File: config.mk
export PLATFORM = sky130hd
export DESIGN_NAME = tagged_rx_silo
export DESIGN_NICKNAME = d
export VERILOG_FILES = /design/src/rtl/silo_pkg.sv /design/src/rtl/silo_line_hold.sv /design/src/rtl/silo_fifo.sv /design/src/rtl/tagged_rx_silo.sv
export SDC_FILE = /design/constraint.sdc
export NUM_CORES = 1
export LEC_CHECK = 0
export ABC_AREA = 1
export BUFFER_PORTS_ARGS = -buffer_cell sky130_fd_sc_hd__buf_2
export CAP_MARGIN = 20
export CORE_UTILIZATION = 40
export CTS_CLUSTER_SIZE = 24
export DETAILED_ROUTE_END_ITERATION = 12
export SLEW_MARGIN = 20
export SYNTH_ARGS = -nofsm -noshare
export SYNTH_HDL_FRONTEND = slang
export SYNTH_SLANG_ARGS = --single-unit
File: constraint.sdc
create_clock -name clk -period 7.6 [get_ports clk]
set_clock_uncertainty 0.15 [all_clocks]
set_input_delay 0.38 -clock clk [delete_from_list [all_inputs] [get_ports clk]]
set_output_delay 0.38 -clock clk [all_outputs]
set_load 0.03 [all_outputs]
File: src/rtl/silo_pkg.sv
package silo_pkg;

    localparam int CHAR_W = 8;
    localparam int LINE_W = 4;

    // Register addresses
    localparam logic [1:0] ADDR_CSR   = 2'd0;
    localparam logic [1:0] ADDR_RCHAR = 2'd1;
    localparam logic [1:0] ADDR_LEVEL = 2'd2;

    // Status/control bit positions
    localparam int CSR_RIE   = 6;
    localparam int CSR_RDY   = 7;
    localparam int CSR_CLEAR = 11;
    localparam int CSR_SIE   = 12;
    localparam int CSR_ALARM = 14;

    typedef struct packed {
        logic              ovr;
        logic              ferr;
        logic              perr;
        logic [LINE_W-1:0] line;
        logic [CHAR_W-1:0] ch;
    } silo_entry_t;

    typedef enum logic [1:0] {
        SILO_EMPTY,
        SILO_PARTIAL,
        SILO_FULL
    } silo_state_t;

endpackage

File: src/rtl/silo_line_hold.sv
module silo_line_hold
    import silo_pkg::*;
#(
    parameter int NUM_LINES = 16
) (
    input  logic                        clk,
    input  logic                        rst_n,
    input  logic                        clr,
    input  logic [NUM_LINES-1:0]        line_push,
    input  logic [NUM_LINES*CHAR_W-1:0] line_char,
    input  logic [NUM_LINES-1:0]        line_perr,
    input  logic [NUM_LINES-1:0]        line_ferr,
    input  logic                        accept,
    output logic                        wr_valid,
    output silo_entry_t                 wr_entry
);

    logic [NUM_LINES-1:0] hold_v;
    logic [CHAR_W-1:0]    hold_ch [NUM_LINES];
    logic [NUM_LINES-1:0] hold_pe;
    logic [NUM_LINES-1:0] hold_fe;
    logic [NUM_LINES-1:0] grant;
    logic [NUM_LINES-1:0] drop;
    logic                 ovr_pend;

    // Lowest-numbered occupied holding register wins when the store has room
    assign grant    = accept ? (hold_v & (~hold_v + NUM_LINES'(1))) : '0;
    assign wr_valid = |grant;
    assign drop     = line_push & hold_v & ~grant;

    generate
        for (genvar g = 0; g < NUM_LINES; g++) begin : g_line
            logic              v;
            logic [CHAR_W-1:0] c;
            logic              p;
            logic              f;

            always_ff @(posedge clk or negedge rst_n) begin
                if (!rst_n) begin
                    v <= 1'b0;
                    c <= '0;
                    p <= 1'b0;
                    f <= 1'b0;
                end else if (clr) begin
                    v <= 1'b0;
                end else if (line_push[g] && (!v || grant[g])) begin
                    v <= 1'b1;
                    c <= line_char[g*CHAR_W +: CHAR_W];
                    p <= line_perr[g];
                    f <= line_ferr[g];
                end else if (grant[g]) begin
                    v <= 1'b0;
                end
            end

            assign hold_v[g]  = v;
            assign hold_ch[g] = c;
            assign hold_pe[g] = p;
            assign hold_fe[g] = f;
        end
    endgenerate

    always_comb begin
        wr_entry = '0;
        for (int i = 0; i < NUM_LINES; i++) begin
            if (grant[i]) begin
                wr_entry.ch   = hold_ch[i];
                wr_entry.perr = hold_pe[i];
                wr_entry.ferr = hold_fe[i];
                wr_entry.line = LINE_W'(i);
            end
        end
        wr_entry.ovr = ovr_pend;
    end

    always_ff @(posedge clk or negedge rst_n) begin
        if (!rst_n)
            ovr_pend <= 1'b0;
        else if (clr)
            ovr_pend <= 1'b0;
        else
            ovr_pend <= (ovr_pend & ~wr_valid) | (|drop);
    end

    AST_SINGLE_GRANT: assert property (@(posedge clk) disable iff (!rst_n)
        $onehot0(grant)) else $error("two lines granted");
    AST_NO_GRANT_WHEN_BLOCKED: assert property (@(posedge clk) disable iff (!rst_n)
        !accept |-> !wr_valid) else $error("write while store full");
    AST_DROP_MARKS: assert property (@(posedge clk) disable iff (!rst_n)
        ((|drop) && !clr) |=> ovr_pend) else $error("drop not remembered");

endmodule

File: src/rtl/silo_fifo.sv
module silo_fifo
    import silo_pkg::*;
#(
    parameter int DEPTH = 64
) (
    input  logic                         clk,
    input  logic                         rst_n,
    input  logic                         clr,
    input  logic                         wr,
    input  silo_entry_t                  wdata,
    input  logic                         rd,
    output silo_entry_t                  rdata,
    output logic                         empty,
    output logic                         full,
    output logic [$clog2(DEPTH+1)-1:0]   count
);

    localparam int PTR_W = $clog2(DEPTH);
    localparam int CNT_W = $clog2(DEPTH+1);

    silo_entry_t       mem [DEPTH];
    logic [PTR_W-1:0]  wptr;
    logic [PTR_W-1:0]  rptr;
    silo_state_t       state;
    silo_state_t       state_nx;
    logic              do_wr;
    logic              do_rd;

    assign do_wr = wr && (state != SILO_FULL);
    assign do_rd = rd && (state != SILO_EMPTY);

    // Next-state logic
    always_comb begin
        state_nx = state;
        unique case (state)
            SILO_EMPTY: begin
                if (do_wr) state_nx = SILO_PARTIAL;               // first_write
            end
            SILO_PARTIAL: begin
                if (do_wr && !do_rd && count == CNT_W'(DEPTH-1))
                    state_nx = SILO_FULL;                          // fill_up
                else if (do_rd && !do_wr && count == CNT_W'(1))
                    state_nx = SILO_EMPTY;                         // drain_out
            end
            SILO_FULL: begin
                if (do_rd) state_nx = SILO_PARTIAL;               // first_free
            end
            default: state_nx = SILO_EMPTY;
        endcase
    end

    // State register
    always_ff @(posedge clk or negedge rst_n) begin
        if (!rst_n)
            state <= SILO_EMPTY;
        else if (clr)
            state <= SILO_EMPTY;                                   // clear
        else
            state <= state_nx;
    end

    // Datapath registers
    always_ff @(posedge clk or negedge rst_n) begin
        if (!rst_n) begin
            wptr  <= '0;
            rptr  <= '0;
            count <= '0;
        end else if (clr) begin
            wptr  <= '0;
            rptr  <= '0;
            count <= '0;
        end else begin
            if (do_wr)
                wptr <= (wptr == PTR_W'(DEPTH-1)) ? '0 : wptr + PTR_W'(1);
            if (do_rd)
                rptr <= (rptr == PTR_W'(DEPTH-1)) ? '0 : rptr + PTR_W'(1);
            if (do_wr && !do_rd)
                count <= count + CNT_W'(1);
            else if (do_rd && !do_wr)
                count <= count - CNT_W'(1);
        end
    end

    always_ff @(posedge clk) begin
        if (do_wr) mem[wptr] <= wdata;
    end

    // Outputs
    always_comb begin
        empty = (state == SILO_EMPTY);
        full  = (state == SILO_FULL);
        rdata = mem[rptr];
    end

    AST_NO_OVERFLOW: assert property (@(posedge clk) disable iff (!rst_n)
        full |-> !do_wr) else $error("write into full store");
    AST_COUNT_BOUND: assert property (@(posedge clk) disable iff (!rst_n)
        count <= CNT_W'(DEPTH)) else $error("count beyond depth");
    AST_EMPTY_MATCHES: assert property (@(posedge clk) disable iff (!rst_n)
        empty |-> (count == '0)) else $error("empty state with entries");
    AST_POP_ONE: assert property (@(posedge clk) disable iff (!rst_n)
        (do_rd && !do_wr && !clr) |=> (count == $past(count) - CNT_W'(1))) else $error("pop not one entry");

endmodule

File: src/rtl/tagged_rx_silo.sv
module tagged_rx_silo
    import silo_pkg::*;
#(
    parameter int NUM_LINES = 16,
    parameter int DEPTH     = 64
) (
    input  logic                        clk,
    input  logic                        rst_n,
    input  logic [NUM_LINES-1:0]        line_push,
    input  logic [NUM_LINES*CHAR_W-1:0] line_char,
    input  logic [NUM_LINES-1:0]        line_perr,
    input  logic [NUM_LINES-1:0]        line_ferr,
    input  logic                        reg_wr,
    input  logic                        reg_rd,
    input  logic [1:0]                  reg_addr,
    input  logic [15:0]                 reg_wdata,
    output logic [15:0]                 reg_rdata,
    output logic                        irq
);

    localparam int CNT_W = $clog2(DEPTH+1);

    logic             clr;
    logic             rie;
    logic             sie;
    logic [CNT_W-1:0] level;
    logic             pop;
    logic             wr_valid;
    silo_entry_t      wr_entry;
    silo_entry_t      head;
    logic             empty;
    logic             full;
    logic [CNT_W-1:0] count;
    logic             alarm;
    logic             ready;

    assign clr   = reg_wr && (reg_addr == ADDR_CSR) && reg_wdata[CSR_CLEAR];
    assign pop   = reg_rd && (reg_addr == ADDR_RCHAR) && !empty;
    assign alarm = (level != '0) && (count >= level);
    assign ready = (level == '0) ? !empty : alarm;
    assign irq   = (rie && ready) || (sie && alarm);

    silo_line_hold #(.NUM_LINES(NUM_LINES)) u_hold (
        .clk       (clk),
        .rst_n     (rst_n),
        .clr       (clr),
        .line_push (line_push),
        .line_char (line_char),
        .line_perr (line_perr),
        .line_ferr (line_ferr),
        .accept    (!full),
        .wr_valid  (wr_valid),
        .wr_entry  (wr_entry)
    );

    silo_fifo #(.DEPTH(DEPTH)) u_fifo (
        .clk   (clk),
        .rst_n (rst_n),
        .clr   (clr),
        .wr    (wr_valid),
        .wdata (wr_entry),
        .rd    (pop),
        .rdata (head),
        .empty (empty),
        .full  (full),
        .count (count)
    );

    always_ff @(posedge clk or negedge rst_n) begin
        if (!rst_n) begin
            rie   <= 1'b0;
            sie   <= 1'b0;
            level <= '0;
        end else if (clr) begin
            rie   <= 1'b0;
            sie   <= 1'b0;
            level <= '0;
        end else if (reg_wr) begin
            if (reg_addr == ADDR_CSR) begin
                rie <= reg_wdata[CSR_RIE];
                sie <= reg_wdata[CSR_SIE];
            end
            if (reg_addr == ADDR_LEVEL)
                level <= reg_wdata[CNT_W-1:0];
        end
    end

    always_comb begin
        reg_rdata = '0;
        case (reg_addr)
            ADDR_CSR: begin
                reg_rdata[CSR_RIE]   = rie;
                reg_rdata[CSR_RDY]   = !empty;
                reg_rdata[CSR_SIE]   = sie;
                reg_rdata[CSR_ALARM] = alarm;
            end
            ADDR_RCHAR: begin
                if (!empty)
                    reg_rdata = {1'b1, head.ovr, head.ferr, head.perr, head.line, head.ch};
            end
            ADDR_LEVEL: reg_rdata = 16'(level);
            default:    reg_rdata = '0;
        endcase
    end

    AST_CLEAR_EMPTIES: assert property (@(posedge clk) disable iff (!rst_n)
        clr |=> (empty && !irq)) else $error("master clear left state");
    AST_IRQ_ENABLED: assert property (@(posedge clk) disable iff (!rst_n)
        irq |-> (rie || sie)) else $error("interrupt without enable");
    AST_EMPTY_READ_HOLDS: assert property (@(posedge clk) disable iff (!rst_n)
        (reg_rd && reg_addr == ADDR_RCHAR && empty && !wr_valid && !clr) |=> empty) else $error("empty read changed store");

endmodule

* After elaboration in Yosys (flattened, before gate mapping) *
Memory sizes are Yosys's and may differ from the RTL's.
Index checks and enable logic that the tools add are counted.

word-level totals
  memory bits (writable) = 960
  input port bits = 198
  output and inout bits = 17
  logic and storage cells = 314
  register bits = 207
  memories kept = 1

cells by class
  muxes and demuxes = 101
  equality and inequality tests = 12
  reductions and logical operators = 113
  bitwise gates (word level) = 9
  $lt $le $gt $ge = 1
  $add $sub $neg = 5

memories
  memory      words  bits a word  read ports  clocked after memory_dff  wr ports  RTL line         source
  u_fifo.mem  64     15           1           0                         1         silo_fifo.sv:21  silo_entry_t mem [DEPTH];

operators with widths
  cell                     number
  $mux W14                 16
  $mux W1                  60
  $reduce_bool A3 Y1       17
  $and A16 B16 Y16         3
  $mux W7                  6
  $mux W6                  6
  $reduce_and A2 Y1        18
  $mux W16                 2
  $not A16 Y16             2
  $reduce_or A16 Y1        2
  $logic_and A1 B1 Y1      29
  $logic_not A1 Y1         19
  $logic_or A1 B1 Y1       17
  $add A16 B1 Y16 const B  1
  $add A6 B1 Y6 const B    2
  $eq A6 B6 Y1 const B     2
  $pmux W2 S3              2
  $pmux W6 S2              1
  $reduce_bool A2 Y1       6
  $mux W2                  5
  $add A7 B1 Y7 const B    1
  $eq A7 B1 Y1 const B     1
  $eq A7 B6 Y1 const B     1
  $ge A7 B7 Y1             1
  15 further kinds         21

* Depth between registers and ports, before layout *
  depth after elaboration = 20
  mapped depth = 15
  gate-level depth less buffers = 14

* Hierarchy *
From an unflattened synthesis, not the netlist that was laid out.

second synthesis, totals
  cells, all modules = 4913
  area, all modules = 51211.6 sq um

by module, submodules not included
  module          area each (sq um)  cells an instance  times used  seq. area each (sq um)
  silo_fifo       41562.4            3846               1           29353.2
  silo_line_hold  8740.9             935                1           4429.2
  tagged_rx_silo  908.4              132                1           225.2

* Least setup slack after synthesis *
No wires, ideal clock.

  path type = reg2reg
  start = register u_fifo.state[1]
  end = memory u_fifo.mem[0][7] in the netlist's numbering (data pin)
  cell stages (with the launch flop) = 15
  period minus slack after synthesis = 3.629 ns
  buffers on the path = 1
  library setup time = 0.501 ns
  arrival = 2.979 ns
  data required time = 6.949 ns
  slack = 3.971 ns
  cells stage by stage = dfrtp_1 -> inv_2 -> nor2_1 -> buf_2 -> nor2_1 -> nand2_1 -> nand2_1 -> nor2_1 -> nand3_1 -> nor2_1 -> nand3_1 -> nor2_1 -> nand4_1 -> nor2_1 -> nor2_1

RTL lines
  element                 RTL line         source
  from (decl)             silo_fifo.sv:24  silo_state_t state;
  from (signal assigned)  silo_fifo.sv:59  state <= state_nx;
  to (decl)               silo_fifo.sv:21

* Final worst setup path *
  start = register u_fifo.rptr[1]
  end = output reg_rdata[1]

on the way
  longest elaborated chain between the ends = 3

ends and longest elaborated chain
  element                 RTL line              source
  from (decl)             silo_fifo.sv:23       logic [PTR_W-1:0] rptr;
  from (signal assigned)  silo_fifo.sv:76       rptr <= (rptr == PTR_W'(DEPTH-1)) ? '0 : rptr + PTR_W'(1);
  $mem_v2 Z64 W15         --
  $mux W16                tagged_rx_silo.sv:98  if (!empty)
  $pmux W6 S2             tagged_rx_silo.sv:90  case (reg_addr)
  to (decl)               tagged_rx_silo.sv:17  output logic [15:0] reg_rdata,

Every way passes these cells.

==> results by group <==
Status
  – Status: complete, no violations

Route
  – Residual DRC: 0
  – Antenna-violating nets left: 0
  – Wire per inst: 21.40 um
  – DRT Wirelength: approximately 130000 um
  – Via density: between 5 and 6
  – Initial DRC Count: about 2900
  – DR vias: between 30000 and 40000
  – First drt pass iteration count: 6

Synthesis
  – Synth top area share: 59.28%
  – Asr flop ratio synth: between 10% and 20%
  – Post-synth EDFFs: 960
  – Synth area leader: edfxtp_1
  – Post-Syn Area: a little under 50000 um2
  – Syn Nets: about 4300
  – Register area share after synthesis: roughly 70%
  – Syn. warnings: 0
  – Cell variety after synth: 48
  – Mapped Cells: 4083
  – Avg Inst Size Synth: ~12 um2
  – Top_reg_cell synth: edfxtp_1
  – FF+latch count, synth: between 1000 and 1500
  – Synth area leaders: edfxtp_1 (59%), dfrtp_1 (11%), o21ai_0 (5.3%), nor2_1 (5.3%), nand2_1 (3.3%)

Critical path
  – Worst path arrival time: 4.52 ns
  – Critical Path Max Stage Delay: 0.93 ns
  – Setup crit end kind: output pin
  – Critical path's top delay family: buffers and inverters
  – Crit-path cells: buf_4 > o21ai_0 > o211ai_1 > nand3_1 > nand3_1 > nand2_1 > nand2_1 > inv_1 > nand2_1 > nand2_1 > a21oi_1 > buf_2
  – CP Launch Type: flip-flop
  – Critical Path RT: about 7.1 ns
  – Max FO, Critical Path: 95
  – R2R setup slack: about 3.8 ns
  – Worst reg2reg endpoint: u_fifo.mem[53][5]
  – Worst path depth: 12
  – Worst path buffer plus inverter count: 3
  – Most frequent CP cell: nand2_1
  – RR Startpoint: u_fifo.state[0]
  – Critical path class: flip-flop to output pin
  – Worst R2R Path Depth: 12
  – Critical-path top delay cell: buf_4

Hold path
  – Hold depth: 7
  – Hold_sp: line_push[3]
  – Min-Delay Endpoint: u_hold.ovr_pend
  – Hold crit path type: input port to flip-flop

STA
  – Final Max Slew Viols: 0
  – Max transition margin: 20.77%
  – Slew @ Worst Pin: approximately 1.2 ns
  – Total negative slack: 0 ns
  – RSZ-0062 raised after global routing: false
  – Final hold violation count: 0
  – Final Cycle Share: between 60% and 70%
  – Highest clock rate: about 200 MHz
  – Crit path time final: between 5 and 6 ns
  – Final Setup Violations: 0

GRT
  – GR Overflow Total: 0
  – Pin count of the biggest net entering global routing: roughly 190
  – Global Route met2 Usage: approximately a third
  – Met3 Resource Use GR: 2.486%
  – Busiest grt layer: met2
  – All-Layer GR Usage: a little over a fifth
  – Grt met1 use: between 20% and 30%
  – Vias in the first global route: approximately 32000
  – First-pass GRT wire length: between 150000 and 200000 um
  – Initial antenna violation count: 2

Pwr
  – Max VDD drop: 0.3126 mV
  – Pwr Density: 345.6 nW/um2
  – Leak: ~0.021 uW

Die
  – Die Height: ~350 um
  – Die area: approximately 120000 um2
  – Initial Utilization: between 40% and 50%
  – Number of core rows: around 130
  – Top Ports: roughly 220
  – Core footprint: 120300 um2
  – Die span in x: around 350 um

Clock network
  – TritonCTS clock tree: built
  – Clk slew on worst S/H paths: ~0.060 ns
  – # H-tree levels: 3
  – CTS root buf: clkbuf_16
  – Clock Latency Late Sink: slightly above 0.7 ns
  – Clk buf depth: 3
  – Num Clock Sinks: between 1000 and 1500
  – Num CTS Buffers: 114

Place
  – Estimated wirelength of the detail-placed design: approximately 74000 um
  – IO Port Bufs: 207
  – Placed cell area: roughly 51000 um2
  – Cell count after placement: ~5700
  – GP Congestion: 0.8369

Job
  – Max_cap viols: 0

Finish
  – Non-filler cells, final: 6116
  – Share of layout cells above drive strength 1: between 10% and 20%
  – Area Growth Syn to Fin: 16.71%
  – Finished Cell Area: between 50000 and 60000 um2
  – Fin nets: about 4600
-- synthesized netlist by cell type (2+ instances only) --
master / count
nor3_1: 19
buf_2: 66
clkinv_1: 5
ha_1: 16
o221ai_1: 28
nand3b_1: 3
nor2_2: 2
nand4_2: 3
a21oi_1: 90
o21ai_2: 6
nand3_4: 2
inv_2: 11
o22ai_1: 134
clkbuf_1: 149
nand2_4: 2
o21ai_0: 516
dfrtp_1: 207
nand4_1: 47
mux2_2: 132
inv_1: 194
nor2_8: 2
nand3_1: 198
xor2_1: 7
o21ai_1: 3
edfxtp_1: 960
nor2_1: 688
a31oi_1: 4
buf_1: 10
a211oi_1: 7
xnor2_1: 4
nand3_2: 12
o211ai_1: 92
a22oi_1: 3
o31ai_1: 2
nor2_4: 4
or2_2: 6
nor4_1: 3
buf_4: 3
nand2_1: 425
nand2_2: 10
-- routing by layer --
metal / up-vias / share of wire (%)
met5: - / 0
met4: 0 / 3.0
met3: 242 / 5.5
met2: 1082 / 50
met1: 16292 / 42
li1: 15288 / -
-- where the power goes --
group / internal [uW] / leakage (uW) / total [uW] / switching [uW]
sequential: 7960 / 0.0111 / 8380 / 415
clock: 3240 / 0.00184 / 5640 / 2400
combinational: 1610 / 0.00796 / 5600 / 3980
-- worst max path at each step --
stage / from / end / slack, ns
2_1_floorplan: u_fifo.state[1] / u_fifo.mem[0][7] / 3.97
3_3_place_gp: u_fifo.rptr[1] / reg_rdata[4] / 3.25
3_5_place_dp: u_fifo.rptr[1] / reg_rdata[4] / 3.28
4_1_cts: u_fifo.rptr[1] / reg_rdata[4] / 2.54
5_1_grt: u_fifo.rptr[0] / reg_rdata[0] / 2.31
6_report: u_fifo.rptr[1] / reg_rdata[1] / 2.55
-- tightest hold or removal path, stage by stage --
cell       delay (ns)
buf_2            0.09
nand2_1          0.05
o2111ai_1        0.09
nor3_1           0.09
nand3_1          0.09
nor2_1           0.04
nor2_1           0.07
-- layout make-up --
type                    instances  area [um2]
diodes                          2       5.005
clock buffers                 160        3201
clock inverters                54       533.0
well taps                    1612        2017
repair buffers                436        3293
multi-input cells            2474       12880
inverters                     211       803.3
flip-flops and latches       1167       34020
fillers                     10690       63530
-- repair_timing --
item	4_1_cts	5_1_grt
endpoints found under the hold margin	273	0
hold buffers	186	0
gates resized for setup	0	0
buffers inserted	0	0
-- flip-flops by register name (all words and copies together), names as in the netlist, 2 cells and up --
register	cells
u_fifo.wptr	6
u_hold.g_line.v	16
level	7
u_hold.g_line.c	128
u_fifo.mem	960
u_fifo.rptr	6
u_fifo.count	7
u_hold.g_line.f	16
u_hold.g_line.p	16
u_fifo.state	2
-- cell families after synthesis --
group | share of synthesized area (%)
fa+ha+maj | 0.4116
buf+inv | 3.679
simple gates | 12.41
flops | 69.93
xor+xnor | 0.1981
mux | 3.057
compound gates | 10.32
-- metrics by stage --
stage | utilization, % | hold WS [ns] | setup WS (ns) | power [uW]
3_3_place_gp | 42.53 | 0.3139 | 3.246 | 13930
2_1_floorplan | - | -0.06559 | 3.971 | 12050
6_report | 47.18 | 0.09217 | 2.552 | 19610
3_5_place_dp | 42.53 | 0.3109 | 3.279 | 14010
4_1_cts | 47.18 | 0.04556 | 2.543 | 19690
5_1_grt | 47.18 | 0.1156 | 2.310 | 20550
-- cell usage in the layout, fill, tap and decap left out, types with 12 or more instances in the layout --
| cell type | count |
|---|---|
| o221ai_1 | 28 |
| nor3_1 | 19 |
| o21ai_0 | 516 |
| nand4_1 | 47 |
| clkbuf_1 | 33 |
| edfxtp_1 | 960 |
| ha_1 | 16 |
| inv_1 | 192 |
| nand3_2 | 15 |
| o211ai_1 | 92 |
| buf_2 | 206 |
| clkbuf_16 | 118 |
| clkinv_2 | 23 |
| o22ai_1 | 134 |
| dlygate4sd3_1 | 186 |
| nor2_1 | 685 |
| dfrtp_1 | 203 |
| mux2_2 | 132 |
| inv_2 | 13 |
| buf_4 | 38 |
| a21oi_1 | 90 |
| clkinv_1 | 20 |
| nand2_1 | 423 |
| nand2_2 | 12 |
| nand3_1 | 195 |
No activity file was read; power rests on OpenSTA's default activity.
